**src/rtl/spi_flash_prog_seq.sv**
```systemverilog
module spi_flash_prog_seq #(
  parameter int CLK_DIV = 4,
  parameter int CNT_W   = 16
) (
  input  logic             clk,
  input  logic             rst_n,
  input  logic             start,
  input  logic [23:0]      start_addr,
  input  logic [CNT_W-1:0] byte_count,
  output logic             busy,
  output logic             done,
  input  logic [7:0]       wr_data,
  input  logic             wr_valid,
  output logic             wr_ready,
  output logic [7:0]       rd_data,
  output logic             rd_valid,
  output logic             spi_cs_n,
  output logic             spi_sck,
  output logic             spi_mosi,
  input  logic             spi_miso
);

  localparam int GAP = 2 * CLK_DIV;
  localparam int CW  = $clog2(GAP + 1);

  typedef enum logic [2:0] {F_IDLE, F_GAP, F_HDR, F_LOAD, F_BYTE, F_END} fsm_t;
  typedef enum logic [2:0] {OP_WREN, OP_ERASE, OP_POLL, OP_PROG, OP_READ} op_t;

  fsm_t             fsm;
  op_t              op;
  logic [31:0]      sh;
  logic [5:0]       bits;
  logic [CW-1:0]    cnt;
  logic             sck_q, erased, done_q, rdv_q;
  logic [7:0]       rx, rdd_q;
  logic [23:0]      addr, base;
  logic [CNT_W-1:0] remain, total;

  wire tick    = cnt == CW'(CLK_DIV - 1);
  wire gap_end = cnt == CW'(GAP - 1);

  assign busy     = fsm != F_IDLE;
  assign done     = done_q;
  assign wr_ready = fsm == F_LOAD;
  assign rd_data  = rdd_q;
  assign rd_valid = rdv_q;
  assign spi_cs_n = fsm == F_IDLE || fsm == F_GAP || fsm == F_END;
  assign spi_sck  = sck_q;
  assign spi_mosi = sh[31];

  always_ff @(posedge clk or negedge rst_n) begin
    if (!rst_n) begin
      fsm <= F_IDLE; op <= OP_WREN; sh <= '0; bits <= '0; cnt <= '0;
      sck_q <= 1'b0; erased <= 1'b0; done_q <= 1'b0; rdv_q <= 1'b0;
      rx <= '0; rdd_q <= '0; addr <= '0; base <= '0; remain <= '0; total <= '0;
    end else begin
      done_q <= 1'b0;
      rdv_q  <= 1'b0;
      case (fsm)
        F_IDLE: if (start && byte_count != '0) begin
          op <= OP_WREN; erased <= 1'b0;
          addr <= start_addr; base <= start_addr;
          remain <= byte_count; total <= byte_count;
          cnt <= '0; fsm <= F_GAP;
        end
        F_GAP: if (gap_end) begin
          cnt <= '0;
          fsm <= F_HDR;
          case (op)
            OP_WREN:  begin sh <= {8'h06, 24'h0}; bits <= 6'd8;  end
            OP_ERASE: begin sh <= {8'h20, base};  bits <= 6'd32; end
            OP_POLL:  begin sh <= {8'h05, 24'h0}; bits <= 6'd8;  end
            OP_PROG:  begin sh <= {8'h02, addr};  bits <= 6'd32; end
            default:  begin sh <= {8'h03, base};  bits <= 6'd32; end
          endcase
        end else cnt <= cnt + 1'b1;
        F_HDR, F_BYTE: if (!tick) cnt <= cnt + 1'b1;
        else begin
          cnt <= '0;
          if (!sck_q) begin
            sck_q <= 1'b1;
            rx    <= {rx[6:0], spi_miso};
          end else begin
            sck_q <= 1'b0;
            sh    <= {sh[30:0], 1'b0};
            bits  <= bits - 1'b1;
            if (bits == 6'd1) begin
              if (fsm == F_HDR) begin
                case (op)
                  OP_WREN, OP_ERASE: fsm <= F_END;
                  OP_PROG:           fsm <= F_LOAD;
                  default: begin bits <= 6'd8; fsm <= F_BYTE; end
                endcase
              end else begin
                case (op)
                  OP_POLL: if (!rx[0]) fsm <= F_END; else bits <= 6'd8;
                  OP_PROG: begin
                    addr   <= addr + 1'b1;
                    remain <= remain - 1'b1;
                    if (remain == CNT_W'(1) || addr[7:0] == 8'hFF) fsm <= F_END;
                    else fsm <= F_LOAD;
                  end
                  default: begin
                    rdd_q  <= rx;
                    rdv_q  <= 1'b1;
                    remain <= remain - 1'b1;
                    if (remain == CNT_W'(1)) fsm <= F_END; else bits <= 6'd8;
                  end
                endcase
              end
            end
          end
        end
        F_LOAD: if (wr_valid) begin
          sh <= {wr_data, 24'h0}; bits <= 6'd8; cnt <= '0; fsm <= F_BYTE;
        end
        F_END: begin
          cnt <= '0;
          fsm <= F_GAP;
          case (op)
            OP_WREN:  op <= erased ? OP_PROG : OP_ERASE;
            OP_ERASE: begin op <= OP_POLL; erased <= 1'b1; end
            OP_PROG:  op <= OP_POLL;
            OP_POLL:  if (remain != '0) op <= OP_WREN;
                      else begin op <= OP_READ; addr <= base; remain <= total; end
            default:  begin fsm <= F_IDLE; done_q <= 1'b1; end
          endcase
        end
        default: fsm <= F_IDLE;
      endcase
    end
  end


  idle_quiet_chk: assert property (@(posedge clk) disable iff (!rst_n)
    !busy |-> (spi_cs_n && !spi_sck && !wr_ready));


  sck_in_frame_chk: assert property (@(posedge clk) disable iff (!rst_n)
    $rose(spi_sck) |-> !spi_cs_n);


  cs_gap_chk: assert property (@(posedge clk) disable iff (!rst_n)
    $rose(spi_cs_n) |=> spi_cs_n);


  ready_quiet_chk: assert property (@(posedge clk) disable iff (!rst_n)
    wr_ready |-> (!spi_sck && !spi_cs_n));


  rd_in_job_chk: assert property (@(posedge clk) disable iff (!rst_n)
    rd_valid |-> busy);


  done_pulse_chk: assert property (@(posedge clk) disable iff (!rst_n)
    done |=> !done);

endmodule

```
**config.mk**
```make
export PLATFORM = sky130hd
export DESIGN_NAME = spi_flash_prog_seq
export DESIGN_NICKNAME = d
export VERILOG_FILES = /design/src/rtl/spi_flash_prog_seq.sv
export SDC_FILE = /design/constraint.sdc
export NUM_CORES = 1
export LEC_CHECK = 0
export ABC_AREA = 1
export BUFFER_PORTS_ARGS = -buffer_cell sky130_fd_sc_hd__buf_2
export CORE_MARGIN = 3
export CORE_UTILIZATION = 60
export CTS_CLUSTER_DIAMETER = 150
export DETAILED_ROUTE_END_ITERATION = 8
export PLACE_DENSITY = 0.91
export SKIP_CTS_REPAIR_TIMING = 1
export SLEW_MARGIN = 5
export SYNTH_ARGS = -nofsm -noshare
export SYNTH_HDL_FRONTEND = slang
export SYNTH_SLANG_ARGS = --single-unit
export TNS_END_PERCENT = 10
```
**constraint.sdc**
```tcl
create_clock -name clk -period 4.5 [get_ports clk]
set_input_delay 0.675 -clock clk [delete_from_list [all_inputs] [get_ports clk]]
set_output_delay 0.675 -clock clk [all_outputs]
set_load 0.1 [all_outputs]
```
==> flow_summary.json, run 1 <==
{
  "dr.pass1.iters": 6,
  "finalMaxSlewViolations": 0,
  "dp_cells": 1319,
  "seq_area_mm2": 0.00370,
  "yosysTopAreaCellShare_pct": 45.0,
  "synth_seq_cells": 148,
  "fmax_mhz": 347,
  "crit_chain": "inv_2 > nand2_1 > nor2_2 > nor2_1 > nand2_1 > buf_2",
  "synth_top_flop_cell": "dfrtp_1",
  "tns_ps": 0,
  "area_growth_pct": 12.5,
  "rsz0062_at_grt": "no",
  "final-setup-viol-count": 0,
  "syn_inst": 1113,
  "n_antenna_cell": 0,
  "crit_required_ps": 3830,
  "placementRows": 42,
  "crit_top_cell": "nand2_1",
  "cpPeakStageDelay_ps": 440,
  "avgSynthCellArea_um2": 7.39,
  "path_clk_slew_ps": 60,
  "htreeDepth": 4,
  "die-area_mm2": 0.0152,
  "multi_input_area_mm2": 0.00382,
  "track_usage_pct": 29.9,
  "p_leak_uw": 0.00445,
  "cts_num_sinks": 148,
  "clock_skew_ps": 7.25,
  "synth_seq_area_share_pct": 45.0,
  "hold_violations": 0,
  "cts_tree": "done",
  "syn_nets": 1173,
  "r2r_start": "fsm[2]$_DFFE_PN0P_",
  "fin_crit_ps": 2880,
  "dr.first_iter.drc_count": 860,
  "routed_via_density": 5.85,
  "hp-class": "input pin to async pin",
  "netlist_top_cells_count": "nand2_1, dfrtp_1, inv_1, o21ai_0, nor2_1",
  "hpwlAfterDp_mm": 14.4,
  "drc": 0,
  "layout-drive-gt1-share_pct": 11.2,
  "r2r_cells": 10,
  "critical_path.reg2reg.endpoint": "sh[19]$_DFFE_PN0P_",
  "die_y_um": 123,
  "cp_data_arrival_time_ps": 2200,
  "nFillCells": 1068,
  "async_reset_ff_share_pct": 100,
  "relSlewSlack_pct": 35.4,
  "synthDistinctLibCells": 36,
  "gr-total-overflow": 0,
  "finalNonFillerCells": 1350,
  "path_max_fanout": 8,
  "slowest_stage": "dfrtp_1",
  "synth.top_cells.by_area": "dfrtp_1, nand2_1, o21ai_0, inv_1, a22oi_1",
  "ant_nets": 0,
  "final_nets": 1222,
  "cts_buffers": 17,
  "clock_path_buffers": 2,
  "core_mm2": 0.0133,
  "antenna_found_initial": 0,
  "gp_congestion": 0.970,
  "synth_most_common_cell": "nand2_1",
  "synth_top_cell_by_area": "dfrtp_1",
  "ctsRootBufferMaster": "clkbuf_16",
  "wl_per_cell_um": 16.0,
  "power.density_mw_per_mm2": 744,
  "routed_wl_mm": 21.6,
  "drv_cap": 0,
  "port_buffers": 67,
  "endpoint_kind": "primary output",
  "r2r_slack_ps": 1630,
  "die_x_um": 123,
  "worst_slew_pin_slew_ps": 965,
  "vias": 7894,
  "status": "finished, final reports clean",
  "clk_latency_ps": 430,
  "initial_utilization_pct": 61.6,
  "grt_pass1_wl_mm": 35.9,
  "timing.hold.ws_ps": 272,
  "path_class": "flip-flop to primary output",
  "start_kind": "flip-flop",
  "grt_max_degree": 82,
  "yosysWarnings": 0,
  "pre_cts_slack_ps": 1670,
  "post-route-period-util_pct": 64.0,
  "synth_edf_count": 0,
  "peakVddDrop_mv": 0.837,
  "first_global_vias": 7560,
  "io_pins": 68,
  "fin_ws_ps": 1620,
  "syn_area_mm2": 0.00823
}
==> logic make-up (layout without fill, tap and decap cells) <==
kind of cell	after synthesis	after routing	share of synthesized area [%]
AOI/OAI and AO/OA	263	263	18.6
DFF	148	148	45.0
and+or+nand+nor	519	519	26.2
buffers and inverters	171	232	8.61
xor gates and xnor gates	5	5	0.532
adders and majority gates	7	7	1.06
==> registers in the layout, indices dropped and copies added, names as in the netlist, 6 cells and up <==
signal	count
rx	8
sh	32
rd_data	8
remain	16
addr	24
total	16
bits	6
base	24
==> layer usage <==
metal	global-route usage [%]	up-vias	routed length (um)	part of all wire (%)
met1	40.1	3701	9160	42
met3	7.18	61	1760	8.2
met5	0	-	0	0
met4	9.69	0	502	2.3
li1	-	3769	-	-
met2	48.2	363	10200	47
==> layout make-up <==
cell class	instances	area share (%)
clock inverters	13	2.13
repair buffers	78	4.58
flip-flops and latches	148	40.0
multi-input cells	794	41.3
inverters	123	4.99
clock buffers	18	4.63
well taps	176	2.38
==> stage by stage <==
step           utilization (%)  area (um^2)  power, uW
2_1_floorplan                -         8230       4620
3_3_place_gp              64.7         8630       5150
3_5_place_dp              64.7         8630       5270
4_1_cts                   69.4         9260       6840
5_1_grt                   69.4         9260       7420
6_report                  69.4         9260       6890
==> how the worst max path moves through the flow <==
stage,start,endpoint,slack [ps],depth (start not counted)
finish,fsm[1]$_DFFE_PN0P_,spi_cs_n,1620,6
detailed placement,fsm[2]$_DFFE_PN0P_,sh[15]$_DFFE_PN0P_,1670,9
CTS,fsm[2]$_DFFE_PN0P_,sh[6]$_DFFE_PN0P_,1660,10
floorplan,fsm[1]$_DFFE_PN0P_,spi_cs_n,2370,5
global placement,fsm[2]$_DFFE_PN0P_,sh[15]$_DFFE_PN0P_,1800,9
global route,fsm[2]$_DFFE_PN0P_,sh[31]$_DFFE_PN0P_,1340,10
==> critical path: cells and delay by family (launching register included) <==
family	cells	cell delay, ps
simple gates	4	790
buf+inv	2	540
flops	1	440
==> placed cells by master (no fill, tap or decap), drive strengths merged <==
cell type / synthesis / layout
and3b: 1 / 1
o21a: 2 / 2
o211ai: 13 / 13
or2: 2 / 2
a22oi: 54 / 54
dfrtp: 148 / 148
xor2: 5 / 5
o2bb2ai: 1 / 1
bufinv: 0 / 4
o221ai: 1 / 1
a21oi: 12 / 12
nand2: 340 / 340
o21ai: 164 / 164
buf: 31 / 78
nand3b: 4 / 4
clkinvlp: 0 / 1
nand4: 13 / 13
nor2: 80 / 80
clkbuf: 17 / 18
clkinv: 1 / 4
ha: 7 / 7
o22ai: 11 / 11
inv: 122 / 127
o31ai: 5 / 5
nand3: 71 / 71
nor3: 8 / 8
==> power by group <==
part / switching [uW] / leakage, uW / internal, uW
combinational: 2180 / 0.00224 / 897
sequential: 413 / 0.00191 / 1870
clock: 595 / 0.000302 / 936
total: 3190 / 0.00445 / 3700
Note: power is estimated with default switching activity, not from simulation.
==> run 2, diff against run 1 <==
--- a/config.mk
+++ b/config.mk
@@ -8,10 +8,10 @@
 export ABC_AREA = 1
 export BUFFER_PORTS_ARGS = -buffer_cell sky130_fd_sc_hd__buf_2
 export CORE_MARGIN = 3
-export CORE_UTILIZATION = 60
+export CORE_UTILIZATION = 55
 export CTS_CLUSTER_DIAMETER = 150
 export DETAILED_ROUTE_END_ITERATION = 8
-export PLACE_DENSITY = 0.91
+export PLACE_DENSITY = 0.88
 export SKIP_CTS_REPAIR_TIMING = 1
 export SLEW_MARGIN = 5
 export SYNTH_ARGS = -nofsm -noshare
==> constraint.sdc (replaced) <==
create_clock -name clk -period 2.5 [get_ports clk]
set_input_delay 0.375 -clock clk [delete_from_list [all_inputs] [get_ports clk]]
set_output_delay 0.375 -clock clk [all_outputs]
set_load 0.1 [all_outputs]
==> flow_summary.json, run 2 (synthesis results as in run 1) <==
{
  "cp_data_arrival_time_ps": 1940,
  "power.switching_uw": 5860,
  "combPwrFrac_pct": 45.9,
  "io_pins": 68,
  "grt_pass1_wl_mm": 37.0,
  "cts_tree": "done",
  "r2r_cells": 10,
  "die_x_um": 128,
  "fmax_mhz": 432,
  "dp_cells": 1338,
  "clock_path_buffers": 2,
  "final-setup-viol-count": 0,
  "largest-register": "sh",
  "cts_num_sinks": 148,
  "cts_buffers": 17,
  "ctsRootBufferMaster": "clkbuf_16",
  "relSlewSlack_pct": 41.8,
  "grt_max_degree": 58,
  "routed_wl_mm": 22.0,
  "hold_violations": 0,
  "swShare_pct": 46.5,
  "first_global_vias": 7811,
  "htreeDepth": 4,
  "pre_cts_slack_ps": 418,
  "path_max_fanout": 10,
  "die_y_um": 128,
  "internal-power_uw": 6740,
  "cpPeakStageDelay_ps": 480,
  "min_to": "base[10]$_DFFE_PN0P_",
  "critical_path.reg2reg.endpoint": "addr[10]$_DFFE_PN0P_",
  "worst_slew_pin_slew_ps": 869,
  "drv_cap": 0,
  "gp_congestion": 0.935,
  "antenna_found_initial": 0,
  "track_usage_pct": 27.9,
  "crit_top_cell": "inv_2",
  "rsz0062_at_grt": "no",
  "status": "finished, final reports clean",
  "start_kind": "flip-flop",
  "crit_required_ps": 2120,
  "routed_via_density": 5.80,
  "path_class": "flip-flop to primary output",
  "final_nets": 1234,
  "die-area_mm2": 0.0165,
  "vias": 7957,
  "final_common_cell": "nand2_1",
  "r2r_slack_ps": 310,
  "p_leak_uw": 0.00452,
  "crit_chain": "inv_2 > nand3_1 > inv_2 > buf_2",
  "layout_common_cells": "nand2_1, dfrtp_1, inv_1, o21ai_0, nor2_1",
  "post-route-period-util_pct": 92.5,
  "finalNonFillerCells": 1371,
  "min_path_cells": 3,
  "cp_num_buf_inv": 3,
  "gr-total-overflow": 0,
  "power.density_mw_per_mm2": 1340,
  "min_from": "start_addr[10]",
  "placementRows": 44,
  "hp-class": "input pin to flip-flop",
  "fin_crit_ps": 2310,
  "hpwlAfterDp_mm": 15.0,
  "finalMaxSlewViolations": 0,
  "core_mm2": 0.0146,
  "clk_latency_ps": 430,
  "reg.largest.list": "sh (32), addr (24), base (24)",
  "path_clk_slew_ps": 70,
  "area_growth_pct": 14.2,
  "tns_ps": 0,
  "initial_utilization_pct": 56.4,
  "dr.first_iter.drc_count": 780,
  "layout-drive-gt1-share_pct": 12.2,
  "r2r_start": "remain[0]$_DFFE_PN0P_",
  "drc": 0,
  "fin_ws_ps": 187,
  "utilization_pct": 64.4,
  "largest_register_ffs": 32,
  "endpoint_kind": "primary output",
  "slowest_stage": "buf_2",
  "peakVddDrop_mv": 1.01,
  "dr.pass1.iters": 5,
  "ant_nets": 0,
  "n_antenna_cell": 0,
  "crit_family": "buffers and inverters",
  "port_buffers": 67,
  "wl_per_cell_um": 16.1,
  "clock_skew_ps": 7.08,
  "pwr-share-clk_pct": 21.5,
  "seq_power_share_pct": 32.5
}
run 2: changes by cell type in the layout (fill, tap and decap cells not counted), sizes merged:
cell	delta
buf	+11
bufinv	-1
clkbuf	-1
clkinv	-1
clkinvlp	+1
dlygate4sd3	+1
inv	+3
run 2: through the flow:
stage / area, um^2 / total power, uW / hold slack, ps
6_report: 9400 / 12600 / 162
5_1_grt: 9400 / 13600 / 175
4_1_cts: 9390 / 12500 / -89.8
3_5_place_dp: 8770 / 9720 / 368
3_3_place_gp: 8770 / 9500 / 369
2_1_floorplan: 8230 / 8310 / 79.4
run 2: worst register-to-register path, cell delays in order, from the launching register on:
cell	delay (ps)
dfrtp_1	400
inv_1	180
ha_1	180
nand2_1	80
nor2_1	180
nand2_1	80
o21ai_1	180
nand3_1	120
nor2_2	140
buf_4	370
o21ai_0	150
run 2: power groups by stage:
stage	Clock (uW)	Sequential, uW	Combinational, uW
finish	2710	4100	5780
global route	2830	4210	6510
floorplan	0	4010	4300
global placement	0	4050	5440
detailed placement	0	4080	5640
CTS	2740	4070	5720
run 2: final cells by class:
type,count,area [um^2]
Fill cell,1189,5190
Multi-Input combinational cell,794,3820
Sequential cell,148,3700
Timing Repair Buffer,90,557
Inverter,123,462
Clock buffer,17,425
Tap cell,184,230
Clock inverter,15,194
run 2: routing by layer:
layer / routed length, um / up-vias / share of wire [%] / global-route usage, %
li1: - / 3807 / - / -
met1: 9280 / 3754 / 42 / 37.1
met2: 10600 / 347 / 48 / 45.7
met3: 1630 / 49 / 7.4 / 5.54
met4: 507 / 0 / 2.3 / 9.80
met5: 0 / - / 0 / 0
run 2: worst max-delay path by stage:
stage	slack (ps)	depth (start not counted)	start	endpoint
after floorplan	540	7	spi_sck$_DFFE_PN0P_	sh[24]$_DFFE_PN0P_
after global placement	470	12	byte_count[10]	addr[7]$_DFFE_PN0P_
after detailed placement	420	12	byte_count[10]	addr[10]$_DFFE_PN0P_
after CTS	180	4	fsm[2]$_DFFE_PN0P_	wr_ready
after global routing	70	4	fsm[2]$_DFFE_PN0P_	wr_ready
final	190	4	fsm[2]$_DFFE_PN0P_	wr_ready
